$ cat config.mk
export PLATFORM = sky130hd
export DESIGN_NAME = wpk_top
export DESIGN_NICKNAME = d
export VERILOG_FILES = /design/src/rtl/wpk_pkg.sv /design/src/rtl/wpk_lane_buf.sv /design/src/rtl/wpk_ctrl.sv /design/src/rtl/wpk_top.sv
export SDC_FILE = /design/constraint.sdc
export NUM_CORES = 1
export LEC_CHECK = 0
export CORE_MARGIN = 8
export CORE_UTILIZATION = 62
export CTS_CLUSTER_DIAMETER = 40
export DETAILED_ROUTE_END_ITERATION = 12
export DONT_BUFFER_PORTS = 1
export PLACE_DENSITY = 0.78
export REMOVE_ABC_BUFFERS = 1
export SYNTH_ARGS = -nofsm -noshare
export SYNTH_HDL_FRONTEND = slang
export SYNTH_SLANG_ARGS = --single-unit
$ cat constraint.sdc
create_clock -name clk -period 4.1 [get_ports clk]
set_input_delay 0.82 -clock clk [delete_from_list [all_inputs] [get_ports clk]]
set_output_delay 0.82 -clock clk [all_outputs]
set_load 0.02 [all_outputs]
$ cat src/rtl/wpk_pkg.sv
package wpk_pkg;

    localparam int BYTE_W    = 8;
    localparam int WORD_BYTES = 4;
    localparam int WORD_W    = BYTE_W * WORD_BYTES;
    localparam int LANE_W    = $clog2(WORD_BYTES);
    localparam int FILL_W    = LANE_W + 1;

    localparam logic [BYTE_W-1:0]  ERASED_BYTE = 8'hFF;
    localparam logic [LANE_W-1:0]  LANE_LAST   = LANE_W'(WORD_BYTES - 1);

    typedef enum logic [1:0] {
        ST_IDLE,
        ST_FILL,
        ST_PROG,
        ST_DONE
    } wpk_state_t;

    typedef struct packed {
        logic              clear;
        logic              wr;
        logic [LANE_W-1:0] lane;
        logic [BYTE_W-1:0] data;
    } lane_cmd_t;

    function automatic logic [WORD_W-1:0] erased_word();
        return {WORD_BYTES{ERASED_BYTE}};
    endfunction

endpackage

$ cat src/rtl/wpk_lane_buf.sv
module wpk_lane_buf
    import wpk_pkg::*;
(
    input  logic              clk,
    input  logic              rst,
    input  lane_cmd_t         cmd,
    output logic [WORD_W-1:0] word
);

    localparam logic [WORD_W-1:0] ERASED = erased_word();

    for (genvar g = 0; g < WORD_BYTES; g++) begin : g_lane
        logic [BYTE_W-1:0] lane_q;

        always_ff @(posedge clk) begin
            if (rst || cmd.clear) begin
                lane_q <= ERASED[g*BYTE_W +: BYTE_W];
            end else if (cmd.wr && cmd.lane == LANE_W'(g)) begin
                lane_q <= cmd.data;
            end
        end

        assign word[g*BYTE_W +: BYTE_W] = lane_q;
    end

endmodule

$ cat src/rtl/wpk_ctrl.sv
module wpk_ctrl
    import wpk_pkg::*;
#(
    parameter int ADDR_W = 24,
    parameter int LEN_W  = 16
) (
    input  logic              clk,
    input  logic              rst,
    input  logic              start,
    input  logic [ADDR_W-1:0] start_addr,
    input  logic [LEN_W-1:0]  start_len,
    input  logic              in_valid,
    input  logic              prog_ack,
    input  logic              prog_ok,
    output logic              buf_clear,
    output logic              buf_wr,
    output logic [LANE_W-1:0] wr_lane,
    output logic              in_ready,
    output logic              prog_req,
    output logic [ADDR_W-1:0] prog_addr,
    output logic              busy,
    output logic              done,
    output logic              done_err,
    output logic [LEN_W-1:0]  done_count
);

    localparam int WADDR_W = ADDR_W - LANE_W;

    wpk_state_t         state;
    logic [WADDR_W-1:0] word_addr;
    logic [LANE_W-1:0]  lane;
    logic [LEN_W-1:0]   remaining;
    logic [FILL_W-1:0]  pending;
    logic [LEN_W-1:0]   written;
    logic               err;

    logic accept;
    logic word_closes;
    logic prog_pass;
    logic prog_fail;

    always_comb begin
        accept      = (state == ST_FILL) && in_valid;
        word_closes = (lane == LANE_LAST) || (remaining == LEN_W'(1));
        prog_pass   = (state == ST_PROG) && prog_ack && prog_ok;
        prog_fail   = (state == ST_PROG) && prog_ack && !prog_ok;
        buf_clear   = ((state == ST_IDLE) && start && (start_len != '0))
                    || (prog_pass && (remaining != '0));
        buf_wr      = accept;
        wr_lane     = lane;
    end

    assign in_ready   = (state == ST_FILL);
    assign prog_req   = (state == ST_PROG);
    assign prog_addr  = {word_addr, {LANE_W{1'b0}}};
    assign busy       = (state != ST_IDLE);
    assign done       = (state == ST_DONE);
    assign done_err   = err;
    assign done_count = written;

    always_ff @(posedge clk) begin
        if (rst) begin
            state     <= ST_IDLE;
            word_addr <= '0;
            lane      <= '0;
            remaining <= '0;
            pending   <= '0;
            written   <= '0;
            err       <= 1'b0;
        end else begin
            unique case (state)
                ST_IDLE: begin
                    if (start) begin
                        written <= '0;
                        err     <= 1'b0;
                        if (start_len == '0) begin
                            state <= ST_DONE;
                        end else begin
                            word_addr <= start_addr[ADDR_W-1:LANE_W];
                            lane      <= start_addr[LANE_W-1:0];
                            remaining <= start_len;
                            pending   <= '0;
                            state     <= ST_FILL;
                        end
                    end
                end
                ST_FILL: begin
                    if (accept) begin
                        remaining <= remaining - LEN_W'(1);
                        lane      <= lane + LANE_W'(1);
                        pending   <= pending + FILL_W'(1);
                        if (word_closes) begin
                            state <= ST_PROG;
                        end
                    end
                end
                ST_PROG: begin
                    if (prog_pass) begin
                        written <= written + LEN_W'(pending);
                        if (remaining == '0) begin
                            state <= ST_DONE;
                        end else begin
                            word_addr <= word_addr + WADDR_W'(1);
                            lane      <= '0;
                            pending   <= '0;
                            state     <= ST_FILL;
                        end
                    end else if (prog_fail) begin
                        err   <= 1'b1;
                        state <= ST_DONE;
                    end
                end
                default: begin
                    state <= ST_IDLE;
                end
            endcase
        end
    end

endmodule

$ cat src/rtl/wpk_top.sv
module wpk_top
    import wpk_pkg::*;
#(
    parameter int ADDR_W = 24,
    parameter int LEN_W  = 16
) (
    input  logic              clk,
    input  logic              rst,
    input  logic              start,
    input  logic [ADDR_W-1:0] start_addr,
    input  logic [LEN_W-1:0]  start_len,
    output logic              busy,
    input  logic              in_valid,
    input  logic [7:0]        in_data,
    output logic              in_ready,
    output logic              prog_req,
    output logic [ADDR_W-1:0] prog_addr,
    output logic [31:0]       prog_data,
    input  logic              prog_ack,
    input  logic              prog_ok,
    output logic              done,
    output logic              done_err,
    output logic [LEN_W-1:0]  done_count
);

    logic              buf_clear;
    logic              buf_wr;
    logic [LANE_W-1:0] wr_lane;
    lane_cmd_t         cmd;
    logic [WORD_W-1:0] word;

    wpk_ctrl #(
        .ADDR_W (ADDR_W),
        .LEN_W  (LEN_W)
    ) ctrl_i (
        .clk        (clk),
        .rst        (rst),
        .start      (start),
        .start_addr (start_addr),
        .start_len  (start_len),
        .in_valid   (in_valid),
        .prog_ack   (prog_ack),
        .prog_ok    (prog_ok),
        .buf_clear  (buf_clear),
        .buf_wr     (buf_wr),
        .wr_lane    (wr_lane),
        .in_ready   (in_ready),
        .prog_req   (prog_req),
        .prog_addr  (prog_addr),
        .busy       (busy),
        .done       (done),
        .done_err   (done_err),
        .done_count (done_count)
    );

    always_comb begin
        cmd.clear = buf_clear;
        cmd.wr    = buf_wr;
        cmd.lane  = wr_lane;
        cmd.data  = in_data;
    end

    wpk_lane_buf buf_i (
        .clk  (clk),
        .rst  (rst),
        .cmd  (cmd),
        .word (word)
    );

    assign prog_data = word;

endmodule

## Word level (Yosys, flattened, before mapping)

Cells that the tools add are included.

- Word-level logic and storage cells: 99
- Register bits: 94

- $add $sub $neg: 5
- Reduce and logical (&&, ||, !) cells: 31
- Muxes and demuxes: 36
- Eq/ne operators: 16

Operator list:

| kind | number |
|---|---|
| $mux W22 | 4 |
| $mux W16 | 5 |
| $pmux W16 S2 | 2 |
| $pmux W22 S2 | 1 |
| $logic_not A16 Y1 | 2 |
| $reduce_bool A16 Y1 | 2 |
| $mux W2 | 12 |
| $add A22 B1 Y22 const B | 1 |
| $add A16 B3 Y16 | 1 |
| $eq A16 B1 Y1 const B | 1 |
| $sub A16 B1 Y16 const B | 1 |
| $mux W3 | 5 |
| $pmux W2 S3 | 2 |
| $reduce_and A4 Y1 | 3 |
| $logic_and A1 B1 Y1 | 11 |
| $pmux W3 S3 | 1 |
| $eq A2 B2 Y1 const B | 4 |
| $ne A2 B1 Y1 const B | 4 |
| $ne A2 B2 Y1 const B | 4 |
| $reduce_and A6 Y1 | 1 |
| $reduce_bool A2 Y1 | 3 |
| $reduce_and A5 Y1 | 1 |
| $eq A2 B1 Y1 const B | 2 |
| $logic_not A2 Y1 | 2 |
| 9 further kinds | 13 |

## Depth between registers and ports, before layout

Gate-level depths: netlist (run 1).

- Depth in word-level cells: 6
- Depth in mapped cells: 9

## Modules after synthesis

A second synthesis (run 1) with hierarchy kept.

- Cell total of the unflattened synthesis: 622
- Area, all modules: 5195.0 um2

By module, submodules not included:

| module | cells each | instances | area an instance (um2) | sequential area each (um2) |
|---|---|---|---|---|
| wpk_ctrl | 502 | 1 | 3948.8 | 1241.2 |
| wpk_lane_buf | 120 | 1 | 1246.2 | 640.6 |

## Worst setup path after synthesis (run 1)

OpenSTA, ideal clock, no wires.

- Path kind: input-to-reg
- Start point: input prog_ok
- End point: register ctrl_i.word_addr[9]
- Stages on the path: 5
- Arrival: 2.387 ns
- Path buffers: 0
- Required time: 4.007 ns
- Setup time: 0.093 ns
- Path slack: 1.619 ns
- Cells stage by stage: nand2_1 -> a211oi_1 -> o221ai_2 -> or4_2 -> o311ai_2

- Longest elaborated chain between the ends: 3

Ends and longest elaborated chain:

| what | line | source |
|---|---|---|
| from (decl) | wpk_top.sv:20 | `input logic prog_ok,` |
| $logic_and A1 B1 Y1 | wpk_ctrl.sv:45 | `prog_pass = (state == ST_PROG) && prog_ack && prog_ok;` |
| $ne A2 B1 Y1 (no source line) | - |  |
| $reduce_and A5 Y1 (no source line) | - |  |
| to (signal assigned) | wpk_ctrl.sv:79 | `word_addr <= start_addr[ADDR_W-1:LANE_W];` |
| to (signal assigned) | wpk_ctrl.sv:103 | `word_addr <= word_addr + WADDR_W'(1);` |
| to (decl) | wpk_ctrl.sv:30 | `logic [WADDR_W-1:0] word_addr;` |

No other way between the ends.
A chain may end at the register's enable or synchronous reset.

## Worst setup path in the final report (run 1)

- Start point: register ctrl_i.remaining[0]
- End point: register ctrl_i.word_addr[12]

- Longest elaborated chain between the ends: 3

Ends and longest elaborated chain:

| what | line | source |
|---|---|---|
| from (decl) | wpk_ctrl.sv:32 | `logic [LEN_W-1:0] remaining;` |
| from (signal assigned) | wpk_ctrl.sv:81 | `remaining <= start_len;` |
| from (signal assigned) | wpk_ctrl.sv:89 | `remaining <= remaining - LEN_W'(1);` |
| $logic_not A16 Y1 | wpk_ctrl.sv:100 | `if (remaining == '0) begin` |
| $ne A2 B2 Y1 (no source line) | - |  |
| $reduce_and A5 Y1 (no source line) | - |  |

No other way between the ends.

==> results of run 1 <==
==> worst paths after layout <==
check | end | slack, ps | depth (start not counted)
max | ctrl_i.word_addr[12] | 1270 | 7
min | ctrl_i.remaining[14] | 480 | 2
max reg2reg | ctrl_i.word_addr[12] | 1270 | 7
min reg2reg | ctrl_i.remaining[14] | 480 | 2
==> state kept, by name, indices dropped and copies added (netlist names) <==
name                 flops
buf_i.g_lane.lane_q     32
ctrl_i.done_count       16
ctrl_i.done_err          1
ctrl_i.pending           3
ctrl_i.remaining        16
ctrl_i.state             2
ctrl_i.word_addr        22
ctrl_i.wr_lane           2
==> power by group <==
part | switching [µW] | internal [µW] | leakage [µW]
Sequential | 332 | 1090 | 0.000766
Combinational | 1130 | 579 | 0.00111
Clock | 370 | 236 | 0.0000989
==> cell families (layout without fill, tap and decap cells) <==
logic type / Yosys count / after routing / share of synthesized area
AO/OA/AOI/OAI: 152 / 152 / 0.199
XOR/XNOR: 13 / 13 / 0.0218
buffers and inverters: 69 / 51 / 0.0589
adder cells (fa/ha/maj): 17 / 17 / 0.0421
multiplexers: 4 / 4 / 0.00814
AND/OR/NAND/NOR: 316 / 316 / 0.310
other: 1 / 2 / 0.000717
flip-flops: 94 / 94 / 0.360
==> per-layer routing <==
metal | up-vias | share of wire
met4 | 0 | 0.020
li1 | 2380 | -
met5 | - | 0
met1 | 2289 | 0.39
met2 | 228 | 0.47
met3 | 25 | 0.12
==> tightest hold or removal path: stages (launching register included) <==
cell and delay (ps):
dfxtp_1 320, o21ai_0 70, a21oi_1 60
==> synthesized netlist by cell type, types with 4 or more instances <==
master / n / area share
o21ai_0: 25 / 0.024
a32oi_1: 4 / 0.0067
buf_1: 9 / 0.0065
or4_1: 8 / 0.011
a22oi_1: 4 / 0.0057
or3_1: 5 / 0.0060
and4_1: 4 / 0.0067
inv_1: 24 / 0.017
nand3_1: 57 / 0.055
nand2b_1: 9 / 0.011
o211ai_1: 6 / 0.0086
nor4_1: 19 / 0.023
ha_1: 16 / 0.038
xnor2_1: 12 / 0.020
nor2_1: 34 / 0.024
nand4_1: 9 / 0.011
o221ai_1: 6 / 0.010
clkbuf_1: 26 / 0.019
buf_6: 5 / 0.011
a211oi_1: 6 / 0.0086
nor3_1: 17 / 0.016
o22ai_1: 5 / 0.0060
dfxtp_1: 94 / 0.36
a21oi_1: 52 / 0.050
and3_1: 11 / 0.013
nor2b_1: 5 / 0.0060
o32ai_1: 5 / 0.0084
a31oi_1: 7 / 0.0084
nand2_1: 111 / 0.080
nor4b_1: 4 / 0.0067
a311oi_1: 4 / 0.0067
==> cell type report <==
| cell class | count | area [µm²] |
|---|---|---|
| multi-input cells | 504 | 3040 |
| fillers | 715 | 2800 |
| flip-flops and latches | 94 | 1880 |
| well taps | 105 | 131 |
| clock buffers | 9 | 124 |
| inverters | 26 | 97.6 |
| clock inverters | 7 | 67.6 |
| repair buffers | 9 | 67.6 |
==> stage by stage <==
stage | power (µW) | std cells | worst slack, ps | util | hold WS [ps]
after CTS | 3710 | 754 | 1290 | 0.659 | 485
after global placement | 3050 | 738 | 1370 | 0.635 | 455
final | 3730 | 754 | 1270 | 0.659 | 482
after detailed placement | 3110 | 738 | 1300 | 0.635 | 467
after global routing | 3980 | 754 | 1130 | 0.659 | 499
after floorplan | 2620 | 624 | 1000 | - | 438
==> cell usage in the layout, fill, tap and decap left out, types with 4 or more instances in the layout <==
| cell type | instances |
|---|---|
| o221ai_1 | 6 |
| ha_1 | 16 |
| nor4_1 | 19 |
| clkbuf_8 | 9 |
| o211ai_1 | 6 |
| nor2_1 | 34 |
| o22ai_1 | 5 |
| a32oi_1 | 4 |
| dfxtp_1 | 94 |
| and3_1 | 11 |
| a211oi_1 | 6 |
| nor3_1 | 17 |
| nand2b_1 | 9 |
| or4_1 | 8 |
| nand4_1 | 9 |
| a311oi_1 | 4 |
| nand2_1 | 111 |
| xnor2_1 | 12 |
| buf_4 | 9 |
| o21ai_0 | 25 |
| and4_1 | 4 |
| nor4b_1 | 4 |
| inv_1 | 24 |
| nor2b_1 | 5 |
| a22oi_1 | 4 |
| or3_1 | 5 |
| a31oi_1 | 7 |
| a21oi_1 | 52 |
| o32ai_1 | 5 |
| nand3_1 | 57 |
==> metrics.cfg, run 1 <==
[status]
status = finished clean

[floorplanning]
die-height_um = 108
num_rows = 33
die_w_um = 108
coreArea_um2 = 8220
die_area_um2 = 11600
top_level_ports = 131
start_util = 0.636

[worst_setup_path]
r2r-start = ctrl_i.remaining[0]
worstPathArrival_ps = 3130
cp_slowest_cell = or4b_2
startpoint = ctrl_i.remaining[0]
critPathKind = flip-flop to flip-flop
crit_path_start_kind = flip-flop
crit_buf_inv = 1
path_max_fanout = 12
required_ps = 4400
slowest_delay_ps = 640
end_kind = flip-flop
cp_cell_sequence = inv_1, ha_1, or4b_2, or4_4, o221ai_2, o21ai_0, a21oi_1
crit_family = simple AND/OR/NAND/NOR gates

[clocking]
cts_tree = yes
cts_root_buffer = clkbuf_8
path_clk_slew_ps = 100
cts_buffers = 9
post_cts_buffers = 0
clk_latency_ps = 370
holdBufCountCts = 0
cts_max_level = 3
post_cts_resized = 0
clock-sinks = 94
cts_max_path_buffers = 2

[sta]
finalSetupViolCount = 0
fin_setup_tns_ps = 0
rsz0062_at_grt = no
fmax_mhz = 354
skew_ps = 9.75
min_period_ps = 2830
finalMaxSlewViolations = 0
finalCritPeriodShare = 0.690
max_slew_margin = 0.414
tightest_slew_ps = 871
hold_viol_final = 0

[hold_path]
hold_class = flip-flop to flip-flop
worstHoldStart = ctrl_i.remaining[14]

[synthesis]
ys_warn_count = 0
dominantRegCellSynth = dfxtp_1
syn_area_um2 = 5230
avgSynthCellArea_um2 = 7.85
synth_edf_count = 0
ys_seq_elements = 94
synth.distinct_cells = 70
syn_inst = 666
synth_seq_area_share = 0.360
ys_async_sr_fraction = 0

[detailed_routing]
ant_nets = 0
finalWirelength_um = 14100
post_drt_wl_per_cell_um = 18.8
drc = 0
first_iter_violations = 344
firstDrtPassIters = 5
num_vias = 4922
drt-vias-per-instance = 6.53

[layout]
layout-drive-gt1-share = 0.0740
insertedDiodeCount = 0
final_nets = 715
stdcell_area_um2 = 5410
area_growth_pct = 3.52

[power]
powerDensity_nw_per_um2 = 689
vdd_ir_drop_max_mv = 0.394
p_leak_uw = 0.00198

[global_route]
grt_pass1_wl_um = 22400
grt_remaining_overflow = 0
antenna_found_initial = 0
grt_max_degree = 63
grt.total_usage = 0.234
grt_use_met2 = 0.375
grt_use_met3 = 0.0766
grt_pass1_vias = 4516
grt-busiest-layer = met2
met1_usage = 0.283

[place]
place.gp.congestion = 0.887
dpl_cell_area_um2 = 5220
hpwl_um = 10200
port_buffers = 0

[flow_run]
max_cap_viol_count = 0

No activity file was read; power rests on OpenSTA's default activity.
==> run 2, diff against run 1 <==
Settings changed: CORE_UTILIZATION 62 to 58, PLACE_DENSITY 0.78 to 0.76.
Clock period 4.1 ns to 2.6 ns, I/O delays scaled along.
==> metrics.cfg, run 2 (synthesized netlist as in run 1, its figures left out) <==
[worst_setup_path]
cp_slowest_cell = or4_1
critPathKind = flip-flop to flip-flop
end_kind = flip-flop
required_ps = 2900
r2r_cells = 6
worstPathArrival_ps = 2730
worst-r2r-setup-slack_ps = 170
path_max_fanout = 7
startpoint = ctrl_i.remaining[4]
crit_family = simple AND/OR/NAND/NOR gates
crit_buf_inv = 1
r2r-end = ctrl_i.state[0]
crit_path_start_kind = flip-flop
slowest_delay_ps = 650
r2r-start = ctrl_i.remaining[4]
cp_cell_sequence = or4_1, buf_4, nor4_1, o221ai_1, or3_1, a21oi_1
crit_cells = 6

[global_route]
grt.total_usage = 0.232
met1_usage = 0.289
grt-busiest-layer = met2
antenna_found_initial = 0
grt_pass1_wl_um = 24500
grt_use_met2 = 0.372
grt_use_met3 = 0.0774
grt_pass1_vias = 4895
grt_remaining_overflow = 0
grt_max_degree = 63

[floorplanning]
die_w_um = 111
die_area_um2 = 12300
coreArea_um2 = 8720
die-height_um = 111
start_util = 0.600
top_level_ports = 131
num_rows = 34

[clocking]
path_clk_slew_ps = 110
clk_latency_ps = 370
cts_root_buffer = clkbuf_8
cts_max_path_buffers = 2
cts_max_level = 3
clock-sinks = 94
cts_buffers = 9
cts_tree = yes

[detailed_routing]
ant_nets = 0
finalWirelength_um = 15000
post_drt_wl_per_cell_um = 19.1
first_iter_violations = 375
drc = 0
num_vias = 5153
firstDrtPassIters = 6
drt-vias-per-instance = 6.54

[layout]
regMostFlops = buf_i.g_lane.lane_q
final_util = 0.655
stdcell_area_um2 = 5710
final_nets = 746
largest_reg_flops = 32
final_cell_mix = nand2_1, dfxtp_1, nand3_1
layout.cells.non_filler = 788
insertedDiodeCount = 0
area_growth_pct = 9.21
final_common_cell = nand2_1
seqCellArea_um2 = 1880
fill_cells = 783
top_regs = buf_i.g_lane.lane_q: 32 flops, ctrl_i.word_addr: 22 flops
multi_input_area_um2 = 3080
layout-drive-gt1-share = 0.119

[sta]
min_period_ps = 2430
skew_ps = 14.2
hold_viol_final = 0
max_slew_margin = 0.504
finalSetupViolCount = 0
tightest_slew_ps = 744
finalCritPeriodShare = 0.935
fmax_mhz = 412
rsz0062_at_grt = no
finalMaxSlewViolations = 0

[power]
vdd_ir_drop_max_mv = 0.693
p_clk_frac = 0.155
powerDensity_nw_per_um2 = 1120
switchingPower_uw = 3040
p_seq_frac = 0.317
share_comb_of_total_power = 0.528
p_leak_uw = 0.00215
swShare = 0.476
intPower_uw = 3350

[place]
port_buffers = 0
place.gp.congestion = 0.885
hpwl_um = 11000
place_inst = 770
dpl_cell_area_um2 = 5460

[hold_path]
whs_path_depth = 1
worstHoldStart = rst
hold_class = input port to flip-flop
hold_end = ctrl_i.word_addr[4]

[status]
status = finished clean

[flow_run]
max_cap_viol_count = 0

==> run 2: power groups by stage <==
stage,logic (µW),clock network (µW),registers (µW)
after floorplan,1980,0,2160
after global placement,3110,0,2040
after detailed placement,3190,0,2060
after CTS,3230,1010,2020
after global routing,3700,1070,2070
final,3370,990,2030
==> run 2: worst max path at each step <==
stage and endpoint:
6_report ctrl_i.state[0], 5_1_grt ctrl_i.state[0], 4_1_cts ctrl_i.word_addr[5], 3_5_place_dp ctrl_i.word_addr[1], 3_3_place_gp ctrl_i.word_addr[0], 2_1_floorplan ctrl_i.word_addr[9]
==> run 2: what timing repair did <==
action | 4_1_cts | 5_1_grt
setup endpoints to repair | 1 | 13
setup buffers | 0 | 1
gates resized for setup | 1 | 5
hold buffers | 0 | 0
cloned | 0 | 1
==> run 2: final cells by class <==
cell class | count | area share
multi-input combinational | 504 | 0.539
sequential | 94 | 0.330
timing repair buffer | 40 | 0.0550
clock buffer | 10 | 0.0241
tap | 108 | 0.0237
inverter | 26 | 0.0171
clock inverter | 6 | 0.0112
==> run 2: per-layer routing <==
layer / up-vias / wire length, µm
li1: 2443 / -
met1: 2420 / 5980
met2: 261 / 7100
met3: 29 / 1680
met4: 0 / 263
met5: - / 0
==> run 2: metrics by stage <==
step	setup TNS (ps)	hold WS (ps)	setup WS [ps]	power (µW)
detailed placement	0	459	30.3	5240
CTS	0	207	76.9	6260
floorplan	-14420	438	-496	4140
global route	0	201	49.3	6840
global placement	0	461	88.1	5160
finish	0	229	170	6390
==> run 3, diff against run 2 <==
Settings changed: SYNTH_HIERARCHICAL set to 1.
==> metrics.cfg, run 3 <==
[floorplanning]
coreArea_um2 = 8720
start_util = 0.596
die-height_um = 111
die_area_um2 = 12200
num_rows = 34
die_w_um = 111
top_level_ports = 131

[detailed_routing]
ant_nets = 0
post_drt_wl_per_cell_um = 19.5
drc = 0
firstDrtPassIters = 4
finalWirelength_um = 14400
first_iter_violations = 375
num_vias = 4855
drt-vias-per-instance = 6.56

[global_route]
grt_pass1_wl_um = 23000
grt_use_met3 = 0.0806
grt_max_degree = 99
antenna_found_initial = 0
grt.total_usage = 0.221
met1_usage = 0.254
grt_use_met2 = 0.362
grt_remaining_overflow = 0
grt_pass1_vias = 4618
grt-busiest-layer = met2

[synthesis]
ys_warn_count = 6
dominantRegCellSynth = dfxtp_1
synth.distinct_cells = 67
synth_most_common_cell = dfxtp_1
syn_inst = 622
synth.area.top_cells = dfxtp_1, mux2i_1, nor3_1
yosys.area.top_type = dfxtp_1
synth_top_area_share = 0.362
ys_async_sr_fraction = 0
avgSynthCellArea_um2 = 8.35
syn_area_um2 = 5190
synth_commonest_cells = dfxtp_1, nor3_1, a21oi_1, nand2_1, o21ai_0
synth_seq_area_share = 0.362
ys_seq_elements = 94
synth_edf_count = 0

[flow_run]
max_cap_viol_count = 0

[layout]
layout-drive-gt1-share = 0.123
multi_input_area_um2 = 3070
top_regs = buf_i/g_lane.lane_q: 32 flops, ctrl_i/word_addr: 22 flops
seqCellArea_um2 = 1880
final_util = 0.649
largest_reg_flops = 32
final_common_cell = dfxtp_1
layout.cells.non_filler = 740
insertedDiodeCount = 0
final_cell_mix = dfxtp_1, nor3_1, a21oi_1
regMostFlops = buf_i/g_lane.lane_q
fill_cells = 788
area_growth_pct = 8.91
final_nets = 694

[power]
vdd_ir_drop_max_mv = 0.571
power.total_uw = 6330
share_comb_of_total_power = 0.470
p_clk_frac = 0.175
p_leak_uw = 0.00210
p_seq_frac = 0.355
intPower_uw = 3490
powerDensity_nw_per_um2 = 1120
swShare = 0.448
switchingPower_uw = 2840

[clocking]
cts_max_path_buffers = 2
path_clk_slew_ps = 100
cts_buffers = 9
cts_max_level = 3
cts_root_buffer = clkbuf_8
holdBufCountCts = 0
clock-sinks = 94
clk_latency_ps = 360
cts_tree = yes

[sta]
fmax_mhz = 420
hold_viol_final = 0
finalSetupViolCount = 0
rsz0062_at_grt = no
min_period_ps = 2380
whs_ps = 219
max_slew_margin = 0.539
tightest_slew_ps = 685
finalCritPeriodShare = 0.915
skew_ps = 13.0
finalMaxSlewViolations = 0

[place]
place.gp.congestion = 0.867
port_buffers = 0
place_inst = 724
hpwl_um = 10200

[worst_setup_path]
path_max_fanout = 22
cp_slowest_cell = dfxtp_1
crit_family = simple AND/OR/NAND/NOR gates
critPathKind = flip-flop to flip-flop
required_ps = 2820
crit_path_start_kind = flip-flop
cp_cell_sequence = inv_1, ha_1, nor3b_1, nand3_1, o2111a_1, a31o_4, buf_4, nor3_1, mux2i_1
crit_buf_inv = 2
slowest_delay_ps = 350
worstPathArrival_ps = 2600
end_kind = flip-flop

[hold_path]
hold_class = input port to flip-flop

[status]
status = finished clean

run 3: cell types whose count changed after synthesis, sizes merged, moves of 6 or more:
cell	change
o221ai	-7
nand2	-65
o32ai	+6
nand3	-44
mux2i	+33
nor4	-11
nor3	+48
a21oi	+7
o21ai	+18
buf	-6
and3	-7
nor2b	+7
inv	-10
run 3: stage by stage:
step	setup WS, ps	setup TNS (ps)	instance area [µm²]
5_1_grt	86.1	0	5660
6_report	220	0	5660
3_5_place_dp	-140	-2320	5420
3_3_place_gp	-36.2	-385	5420
2_1_floorplan	-230	-8540	5000
4_1_cts	142	0	5650
run 3: layer usage:
layer / part of all wire / up-vias
met2: 0.49 / 191
met4: 0.022 / 0
met3: 0.096 / 28
met5: 0 / -
met1: 0.40 / 2323
li1: - / 2313
run 3: layout make-up:
cell class,count,area share
Clock inverter,6,0.0159
Multi-Input combinational cell,473,0.543
Inverter,14,0.00929
Timing Repair Buffer,35,0.0509
Clock buffer,10,0.0243
Sequential cell,94,0.333
Tap cell,108,0.0239
run 3: what timing repair did:
| action | CTS | global route |
|---|---|---|
| setup endpoints to repair | 0 | 5 |
| buffers inserted | 0 | 0 |
| resized for setup | 0 | 1 |
run 3: cell families after synthesis:
family | share of synthesized area
flip-flops | 0.362
AND/OR/NAND/NOR | 0.253
AO/OA/AOI/OAI | 0.210
XOR/XNOR | 0.0185
adder cells (fa/ha/maj) | 0.0328
other | 0.000722
buffers and inverters | 0.0491
multiplexers | 0.0739
run 3: power groups by stage:
stage	clock network, µW	registers, µW	logic [µW]
after floorplan	0	2260	1910
after global placement	0	2240	2820
after detailed placement	0	2280	2920
after CTS	1130	2240	2930
after global routing	1180	2300	3270
final	1110	2250	2980
run 3: final timing paths:
check	startpoint	cells after the start	slack, ps	end
worst max-delay path	ctrl_i/remaining[0]	9	220	buf_i/g_lane[3].lane_q[4]
worst min-delay path	rst	1	220	ctrl_i/word_addr[16]
worst max register to register	ctrl_i/remaining[0]	9	220	buf_i/g_lane[3].lane_q[4]
worst min register to register	ctrl_i/remaining[11]	2	490	ctrl_i/remaining[11]
